## src/rtl/pgb_pkg.sv

```systemverilog
// Package: shared constants and helpers for the clock-stop/reset bank.
// Assumes word width divides the index count evenly.
package pgb_pkg;

    // Group selector: which bank a word belongs to
    typedef enum logic {
        GRP_RST = 1'b0,
        GRP_CLK = 1'b1
    } grp_t;

    // Power-on value of one word: all ones, except the reversed bit in clock words
    function automatic logic [31:0] word_reset_val(input grp_t grp, input int word, input int inv_idx);
        logic [31:0] v;
        v = '1;
        if (grp == GRP_CLK && (inv_idx / 32) == word)
            v[inv_idx % 32] = 1'b0;
        return v;
    endfunction

endpackage

```

## src/rtl/pgb_addr_decode.sv

```systemverilog
// Module: address decoder. For each word it flags a set-port hit or a
// clear-port hit and raises `hit` for any defined offset.
// Assumes the words of a group are WORD_STRIDE apart and the clear port sits at base+CLR_OFS.
module pgb_addr_decode #(
    parameter int ADDR_W      = 12,
    parameter int NUM_WORDS   = 2,
    parameter int RST_BASE    = 'h040,
    parameter int CLK_BASE    = 'h080,
    parameter int WORD_STRIDE = 'h10,
    parameter int CLR_OFS     = 'h4,
    localparam int NSEL       = 2 * NUM_WORDS
) (
    input  logic              clk,
    input  logic              rst_n,
    input  logic [ADDR_W-1:0] addr,
    output logic [NSEL-1:0]   sel_set,
    output logic [NSEL-1:0]   sel_clr,
    output logic              hit
);

    // Compare the offset against every word's set and clear address
    always_comb begin
        sel_set = '0;
        sel_clr = '0;
        for (int g = 0; g < 2; g++) begin
            for (int w = 0; w < NUM_WORDS; w++) begin
                int base;
                base = ((g == 0) ? RST_BASE : CLK_BASE) + w * WORD_STRIDE;
                if (addr == ADDR_W'(base))           sel_set[g*NUM_WORDS+w] = 1'b1;
                if (addr == ADDR_W'(base + CLR_OFS)) sel_clr[g*NUM_WORDS+w] = 1'b1;
            end
        end
        hit = |{sel_set, sel_clr};
    end

    AST_DEC_ONEHOT: assert property (@(posedge clk) disable iff (!rst_n)
        $onehot0({sel_set, sel_clr}));

endmodule

```

## src/rtl/pgb_sc_word.sv

```systemverilog
// Module: one set/clear register word. A set strobe ORs data in and a clear
// strobe removes the data's 1-bits. Assumes at most one strobe per cycle.
module pgb_sc_word #(
    parameter int          WIDTH     = 32,
    parameter logic [31:0] RESET_VAL = '1
) (
    input  logic             clk,
    input  logic             rst_n,
    input  logic             set_en,
    input  logic             clr_en,
    input  logic [WIDTH-1:0] data,
    output logic [WIDTH-1:0] q
);

    // Hold the word; apply set or clear strobes
    always_ff @(posedge clk) begin
        if (!rst_n)      q <= RESET_VAL[WIDTH-1:0];
        else if (set_en) q <= q | data;
        else if (clr_en) q <= q & ~data;
    end

    AST_SET_STICKS: assert property (@(posedge clk) disable iff (!rst_n)
        set_en |=> ((q & $past(data)) == $past(data)));
    AST_CLR_DROPS: assert property (@(posedge clk) disable iff (!rst_n)
        clr_en |=> ((q & $past(data)) == '0));
    AST_IDLE_HOLDS: assert property (@(posedge clk) disable iff (!rst_n)
        !(set_en || clr_en) |=> $stable(q));

endmodule

```

## src/rtl/pgb_status.sv

```systemverilog
// Module: turns stored stop and reset bits into enable and running flags.
// Assumes exactly one index (INV_IDX) uses reversed stop-bit polarity.
module pgb_status #(
    parameter int NUM_IDX = 64,
    parameter int INV_IDX = 14
) (
    input  logic [NUM_IDX-1:0] stop_bits,
    input  logic [NUM_IDX-1:0] rst_bits,
    output logic [NUM_IDX-1:0] clk_en,
    output logic [NUM_IDX-1:0] clk_run
);

    for (genvar i = 0; i < NUM_IDX; i++) begin : g_bit
        if (i == INV_IDX) begin : g_inv
            // Reversed bit: stored 1 enables the clock
            assign clk_en[i] = stop_bits[i];
        end else begin : g_norm
            // Normal bit: stored 1 stops the clock
            assign clk_en[i] = ~stop_bits[i];
        end
        // A peripheral held in reset never reports a running clock
        assign clk_run[i] = clk_en[i] & ~rst_bits[i];
    end

endmodule

```

## src/rtl/periph_gate_bank.sv

```systemverilog
// Module: top of the clock-stop/reset control bank. Decodes one bus access
// per cycle, updates the set/clear words and returns registered read data.
// Assumes a single-cycle request strobe and that bus_addr is a byte offset.
module periph_gate_bank #(
    parameter int ADDR_W      = 12,
    parameter int WORD_W      = 32,
    parameter int NUM_IDX     = 64,
    parameter int INV_IDX     = 14,
    parameter int RST_BASE    = 'h040,
    parameter int CLK_BASE    = 'h080,
    parameter int WORD_STRIDE = 'h10,
    parameter int CLR_OFS     = 'h4
) (
    input  logic               clk,
    input  logic               rst_n,
    input  logic               bus_valid,
    input  logic               bus_write,
    input  logic [ADDR_W-1:0]  bus_addr,
    input  logic [WORD_W-1:0]  bus_wdata,
    output logic               rd_valid,
    output logic [WORD_W-1:0]  rd_data,
    output logic [NUM_IDX-1:0] clk_en,
    output logic [NUM_IDX-1:0] periph_rst,
    output logic [NUM_IDX-1:0] clk_run
);
    import pgb_pkg::*;

    localparam int NUM_WORDS = NUM_IDX / WORD_W;
    localparam int NSEL      = 2 * NUM_WORDS;

    logic [NSEL-1:0]   sel_set, sel_clr;
    logic              hit;
    logic [WORD_W-1:0] words [NSEL];
    logic [NUM_IDX-1:0] rst_bits, stop_bits;
    logic [WORD_W-1:0] rd_next;

    pgb_addr_decode #(
        .ADDR_W(ADDR_W), .NUM_WORDS(NUM_WORDS), .RST_BASE(RST_BASE),
        .CLK_BASE(CLK_BASE), .WORD_STRIDE(WORD_STRIDE), .CLR_OFS(CLR_OFS)
    ) u_dec (
        .clk(clk), .rst_n(rst_n), .addr(bus_addr),
        .sel_set(sel_set), .sel_clr(sel_clr), .hit(hit)
    );

    // One word per group per 32 indices; word k = group*NUM_WORDS + w
    for (genvar k = 0; k < NSEL; k++) begin : g_word
        localparam grp_t GRP = (k < NUM_WORDS) ? GRP_RST : GRP_CLK;
        localparam int   W   = k % NUM_WORDS;
        pgb_sc_word #(
            .WIDTH(WORD_W), .RESET_VAL(word_reset_val(GRP, W, INV_IDX))
        ) u_word (
            .clk(clk), .rst_n(rst_n),
            .set_en(bus_valid && bus_write && sel_set[k]),
            .clr_en(bus_valid && bus_write && sel_clr[k]),
            .data(bus_wdata), .q(words[k])
        );
        if (k < NUM_WORDS) begin : g_rst
            assign rst_bits[W*WORD_W +: WORD_W] = words[k];
        end else begin : g_clk
            assign stop_bits[W*WORD_W +: WORD_W] = words[k];
        end
    end

    pgb_status #(.NUM_IDX(NUM_IDX), .INV_IDX(INV_IDX)) u_stat (
        .stop_bits(stop_bits), .rst_bits(rst_bits),
        .clk_en(clk_en), .clk_run(clk_run)
    );

    assign periph_rst = rst_bits;

    // Select the addressed word for a read; undefined offsets give zero
    always_comb begin
        rd_next = '0;
        for (int k = 0; k < NSEL; k++)
            if (sel_set[k] || sel_clr[k]) rd_next = words[k];
    end

    // Register read response one cycle after the request
    always_ff @(posedge clk) begin
        if (!rst_n) begin
            rd_valid <= 1'b0;
            rd_data  <= '0;
        end else begin
            rd_valid <= bus_valid && !bus_write;
            if (bus_valid && !bus_write) rd_data <= hit ? rd_next : '0;
        end
    end

    AST_RST_DEFAULT: assert property (@(posedge clk) disable iff (!rst_n)
        $rose(rst_n) |-> (periph_rst == '1 && clk_en == '0));
    AST_RUN_MASKED: assert property (@(posedge clk) disable iff (!rst_n)
        (periph_rst & clk_run) == '0);
    AST_RD_ONE_CYCLE: assert property (@(posedge clk) disable iff (!rst_n)
        (bus_valid && !bus_write) |=> rd_valid);

endmodule

```

## config.mk

```make
export PLATFORM = sky130hd
export DESIGN_NAME = periph_gate_bank
export DESIGN_NICKNAME = d
export VERILOG_FILES = /design/src/rtl/pgb_pkg.sv /design/src/rtl/pgb_addr_decode.sv /design/src/rtl/pgb_sc_word.sv /design/src/rtl/pgb_status.sv /design/src/rtl/periph_gate_bank.sv
export SDC_FILE = /design/constraint.sdc
export NUM_CORES = 1
export LEC_CHECK = 0
export ABC_CLOCK_PERIOD_IN_PS = 2000
export BUFFER_PORTS_ARGS = -buffer_cell sky130_fd_sc_hd__buf_4
export CORE_MARGIN = 3
export CORE_UTILIZATION = 46
export DETAILED_ROUTE_END_ITERATION = 10
export HOLD_SLACK_MARGIN = 0.15
export PLACE_DENSITY = 0.78
export SLEW_MARGIN = 10
export SYNTH_ARGS = -nofsm -noshare
export SYNTH_HDL_FRONTEND = slang
export SYNTH_SLANG_ARGS = --single-unit
```

## constraint.sdc

```tcl
create_clock -name clk -period 2 [get_ports clk]
set_clock_uncertainty 0.1 [all_clocks]
set_input_delay 0.4 -clock clk [delete_from_list [all_inputs] [get_ports clk]]
set_output_delay 0.4 -clock clk [all_outputs]
set_load 0.05 [all_outputs]
```

==> reports/qor.csv, run 1 <==
stage;metric;value;unit
timing;fin crit share;0.822;
final_layout;final cell count without fillers;1591;
cts;total CTS buffers;17;
synthesis;top-count cell post-synth;mux2i_1;
critical_path;CP startpoint kind;flop;
route;DR DRC count;0;
timing;hold_ws;171;ps
timing;Max-slew headroom;0.745;
placement;# port buffers;272;
placement;routability cong.;0.791;
synthesis;post-synthesis cell type count;21;
die;Starting Density;0.471;
final_layout;layout cells sized above 1;0.265;
cts;Post-CTS Resized;0;
route;number of nets with antenna violations after routing;0;
pwr;pwr dens;565;nW/µm²
timing;Setup WS post-layout;356;ps
critical_path;Worst setup EP type;output port;
cts;H-Tree Depth;4;
die;Die W;153;µm
pwr;leakage;6.68;nW
global_route;number of global-route vias before repair;8893;
timing;Fmax;0.608;GHz
cts;Clock Pin Slew Worst Setup and Hold Paths;60;ps
critical_path;Worst EP arrival;1140;ps
final_layout;ant diodes;0;
cts;CTS Sinks;161;
placement;Setup WS pre-CTS;158;ps
synthesis;Post-Syn Area;9930;µm²
die;# IOs;273;
timing;# setup viols final;0;
synthesis;syn_nets;1155;
route;Pre-antenna DRT Iters;5;
cts;Clk Latency, worst-skew pair;430;ps
placement;Post-Place Cells;1559;
global_route;largest net degree at the start of global routing;79;
route;final wirelength;30.1;mm
final_layout;Nets;1351;
route;wire per inst;18.9;µm
global_route;GRT Util Overall;0.246;
die;chip height;153;µm
timing;Fin. Hold Viols;0;
cts;setup bufs post-CTS;0;
final_layout;area grow syn2layout;28.0;%
synthesis;Syn Area/Cell;8.97;µm²
cts;CTS tree;built;
global_route;first-pass GRT wire length;48.1;mm
route;Iter 0 DRT Violations;602;
synthesis;post-synth top area share;0.325;
synthesis;register bit total from synthesis;161;
synthesis;post-synthesis sequential area ratio;0.325;
timing;post-layout minimum cycle time;1640;ps
synthesis;Synth Flop Type;dfxtp_1;
die;core area;21100;µm²
run_status;outcome;completed;
cts;CTS Hold Bufs;0;
final_layout;final core utilization;0.603;
timing;Fin Setup TNS;0;ps
global_route;aggregate global routing overflow;0;
timing;RSZ-0062 raised after global routing;false;
route;vias;9251;
die;die area;23400;µm²
worst_hold_path;Hold Crit Class;in2reg;
synthesis;number of enable flip-flop cells after synthesis;0;
critical_path;worst endpoint required time;1500;ps
placement;DP HPWL;19.6;mm
critical_path;CP Max Fanout;4;
timing;Max Transition Viols Final;0;
cts;clock buffer depth;2;
pwr;IR drop worst, VDD;0.550;mV
die;Rows;53;
critical_path;Crit Path Class;reg2out;
route;Via-to-Cell Ratio;5.81;
synthesis;yosys warns;0;
synthesis;Synth Instances;1107;
run;max cap viols;0;
global_route;initial antenna violation count;0;
synthesis;top post-synthesis cells by count;mux2i_1, dfxtp_1, nor2b_1, and4b_1, nand4_1;
timing;Worst-Margin Slew;382;ps
synthesis;cell taking the most area after synthesis;dfxtp_1;
synthesis;Synth area leaders;dfxtp_1, mux2i_1, and4b_1, nor2b_1, nand4_1;
cts;CTS root buf;clkbuf_16;
synthesis;async set or reset register ratio after synthesis;0;
power breakdown:
group	switching, mW	internal [mW]
Clock	1.33	1.87
Combinational	0.457	0.317
Sequential	0.000547	3.21
worst max-delay path, cell delays in order, from the launching register on:
cell     delay [ps]
dfxtp_1         370
nor2b_1         150
buf_4           200
layout make-up:
type / instances / area (µm²)
clock buffers: 22 / 454
flip-flops and latches: 161 / 3220
repair buffers: 313 / 2570
well taps: 275 / 344
inverters: 63 / 236
fillers: 1864 / 8380
clock inverters: 10 / 111
multi-input cells: 747 / 5760
cells by family (layout without fill, tap and decap cells):
family / after synthesis / count (layout) / synth area share
buf+inv: 199 / 408 / 0.0965
flops: 161 / 161 / 0.325
simple gates: 491 / 491 / 0.341
mux: 192 / 192 / 0.194
compound gates: 64 / 64 / 0.0444
through the flow:
stage	instance area [µm²]	power, mW
global route	12700	7.41
floorplan	9930	3.76
finish	12700	7.18
global placement	12100	4.04
CTS	12700	7.23
detailed placement	12100	4.04
path summary, 6_finish.rpt:
kind,startpoint,endpoint,slack [ps],cells after the start
setup / recovery,flop,clk_run[14],360,2
hold / removal,bus_addr[2],flop,170,3
setup reg to reg,flop,rd_data[30],910,3
hold reg to reg,rd_data[4],rd_data[4],370,2
cell usage in the layout (no fill, tap or decap), drive strengths merged:
master,instances
clkinvlp,3
nand2,1
mux2i,192
and3b,1
nor4,2
o22a,32
and4b,128
nand4,128
clkinv,5
nor2,63
bufinv,2
nand2b,4
dfxtp,161
inv,63
nor2b,129
and2,2
o21ai,32
nand3,33
buf,313
clkbuf,22
per-layer routing:
metal,track usage,share of wire,routed length [µm],vias to the layer above
li1,-,-,-,4405
met1,0.321,0.42,12600,4450
met2,0.407,0.49,14600,352
met3,0.0518,0.075,2260,44
met4,0.0798,0.021,619,0
met5,0,0,0,-
(Power assumes the default switching activity.)
==> inputs of run 2 (changes only) <==
Settings changed: ABC_CLOCK_PERIOD_IN_PS 2000 to 1550.
Clock period 2 ns to 1.55 ns, I/O delays scaled along.
==> run 2 against run 1 <==
Sequential share of layout area down 0.83 points. Core utilization increased by 2.9 points. Final cell count grew 1.5%. Clock power grew 34%. Combinational power up 37%. Routed wire length grew 2.0%. Hold slack improved by 4.0 ps.
==> reports/qor.csv, run 2 (synthesis results as in run 1) <==
stage;metric;value;unit;change
run_status;outcome;completed;;
final_layout;Nets;1375;;+1.8%
cts;CTS Sinks;161;;unchanged
critical_path;worst endpoint required time;1140;ps;-360 ps
route;DR DRC count;0;;unchanged
cts;H-Tree Depth;4;;unchanged
route;Pre-antenna DRT Iters;5;;unchanged
die;Die W;153;µm;unchanged
timing;Max Transition Viols Final;0;;unchanged
pwr;Power Total;9.49;mW;+32%
placement;routability cong.;0.791;;about the same
die;chip height;153;µm;unchanged
global_route;first-pass GRT wire length;48.7;mm;+1.3%
pwr;leakage;6.85;nW;+2.5%
placement;# port buffers;272;;unchanged
cts;setup bufs post-CTS;0;;unchanged
pwr;IR drop worst, VDD;0.688;mV;+25%
global_route;largest net degree at the start of global routing;71;;-10%
pwr;Comb pwr share;0.112;;+0.004
die;Rows;53;;unchanged
route;Via-to-Cell Ratio;5.83;;+0.29%
global_route;number of global-route vias before repair;9144;;+2.8%
global_route;initial antenna violation count;0;;unchanged
global_route;aggregate global routing overflow;0;;unchanged
final_layout;most frequent cells in the layout;buf_4, mux2i_1, and4b_1, nand4_1, nor2b_1;;
timing;Fin. Hold Viols;0;;unchanged
timing;hold_ws;175;ps;+3.99 ps
cts;Clk Latency, worst-skew pair;430;ps;about the same
pwr;Seq pwr share;0.436;;-0.011
critical_path;Worst setup EP type;output port;;
run;max cap viols;0;;unchanged
pwr;switching share of power;0.258;;+0.00931
pwr;internal power;7.04;mW;+31%
pwr;clock share of power;0.453;;+0.008
route;vias;9418;;+1.8%
global_route;GRT Util Overall;0.250;;+0.00388
timing;post-layout minimum cycle time;1530;ps;
route;final wirelength;30.7;mm;+2.0%
route;number of nets with antenna violations after routing;0;;unchanged
worst_hold_path;Hold Crit Class;in2reg;;
final_layout;area grow syn2layout;34.2;%;
cts;Clock Pin Slew Worst Setup and Hold Paths;60;ps;about the same
pwr;pwr dens;712;nW/µm²;+26%
timing;Max-slew headroom;0.743;;-0.00200
worst_hold_path;min-delay src;bus_write;;
final_layout;ant diodes;0;;unchanged
cts;total CTS buffers;17;;unchanged
critical_path;crit-path cells;nor2_2, buf_4;;
cts;CTS root buf;clkbuf_16;;
timing;Fmax;0.654;GHz;
critical_path;CP startpoint kind;flop;;
die;core area;21100;µm²;unchanged
timing;# setup viols final;0;;unchanged
die;Starting Density;0.471;;unchanged
critical_path;CP Max Fanout;4;;unchanged
die;# IOs;273;;unchanged
route;Iter 0 DRT Violations;612;;+1.7%
critical_path;Worst EP arrival;1120;ps;-20 ps
critical_path;critical path's largest stage delay;350;ps;-20 ps
timing;fin crit share;0.987;;
route;wire per inst;19.0;µm;+0.44%
final_layout;commonest non-fill, non-tap cell in the layout;buf_4;;
pwr;Sw Pwr;2.45;mW;+37%
die;die area;23400;µm²;unchanged
placement;DP HPWL;20.6;mm;+5.0%
cts;CTS tree;built;;
cts;clock buffer depth;2;;unchanged
timing;Worst-Margin Slew;385;ps;+3.01 ps
critical_path;Critical-path top delay cell;dfxtp_1;;
final_layout;layout cells sized above 1;0.354;;+0.0885
critical_path;Crit Path Class;reg2out;;
## run 2: final timing paths
path / endpoint / slack (ps) / depth (start not counted)
setup / recovery: clk_run[2] / 20 / 2
hold / removal: rd_valid / 180 / 2
setup reg to reg: rd_data[30] / 470 / 3
hold reg to reg: rd_data[10] / 370 / 2
## run 2: per-stage QoR
step	setup slack [ps]	setup TNS [ps]	std cells	instance area, µm²	util
floorplan	140	0	1107	10100	-
global placement	-138	-14950	1581	12600	0.596
detailed placement	-170	-16950	1581	12600	0.596
CTS	0.359	0	1615	13200	0.626
global route	-11.8	-21.2	1615	13300	0.632
finish	20.1	0	1615	13300	0.632
## run 2: area by class of cell
cell class	count	area (µm²)
clock buffer	18	439
clock inverter	14	156
fill	1762	7760
inverter	63	236
multi-input combinational	747	5930
sequential	161	3270
tap	275	344
timing repair buffer	337	2950
## run 2: worst max-delay path, delay by kind of cell, from the launching register on
kind / cells / cell delay (ps)
DFF: 1 / 350
buffers and inverters: 1 / 210
and+or+nand+nor: 1 / 130
## run 2: timing repair
item / 4_1_cts / 5_1_grt
pin swaps: 1 / 2
hold buffers: 2 / 0
resized for setup: 7 / 54
setup endpoints to repair: 4 / 50
gates cloned: 0 / 0
hold endpoints to repair: 2 / 0
## run 2: power groups by stage
stage	sequential [mW]	clock [mW]	combinational, mW
2_1_floorplan	4.24	0	0.616
3_3_place_gp	4.23	0	1.02
3_5_place_dp	4.23	0	1.04
4_1_cts	4.14	4.33	1.04
5_1_grt	4.13	4.50	1.12
6_report	4.13	4.29	1.06
## run 2: routing by layer
layer | up-vias | GRT usage | part of all wire
li1 | 4460 | - | -
met1 | 4560 | 0.334 | 0.44
met2 | 355 | 0.412 | 0.48
met3 | 43 | 0.0487 | 0.063
met4 | 0 | 0.0704 | 0.017
met5 | - | 0 | 0
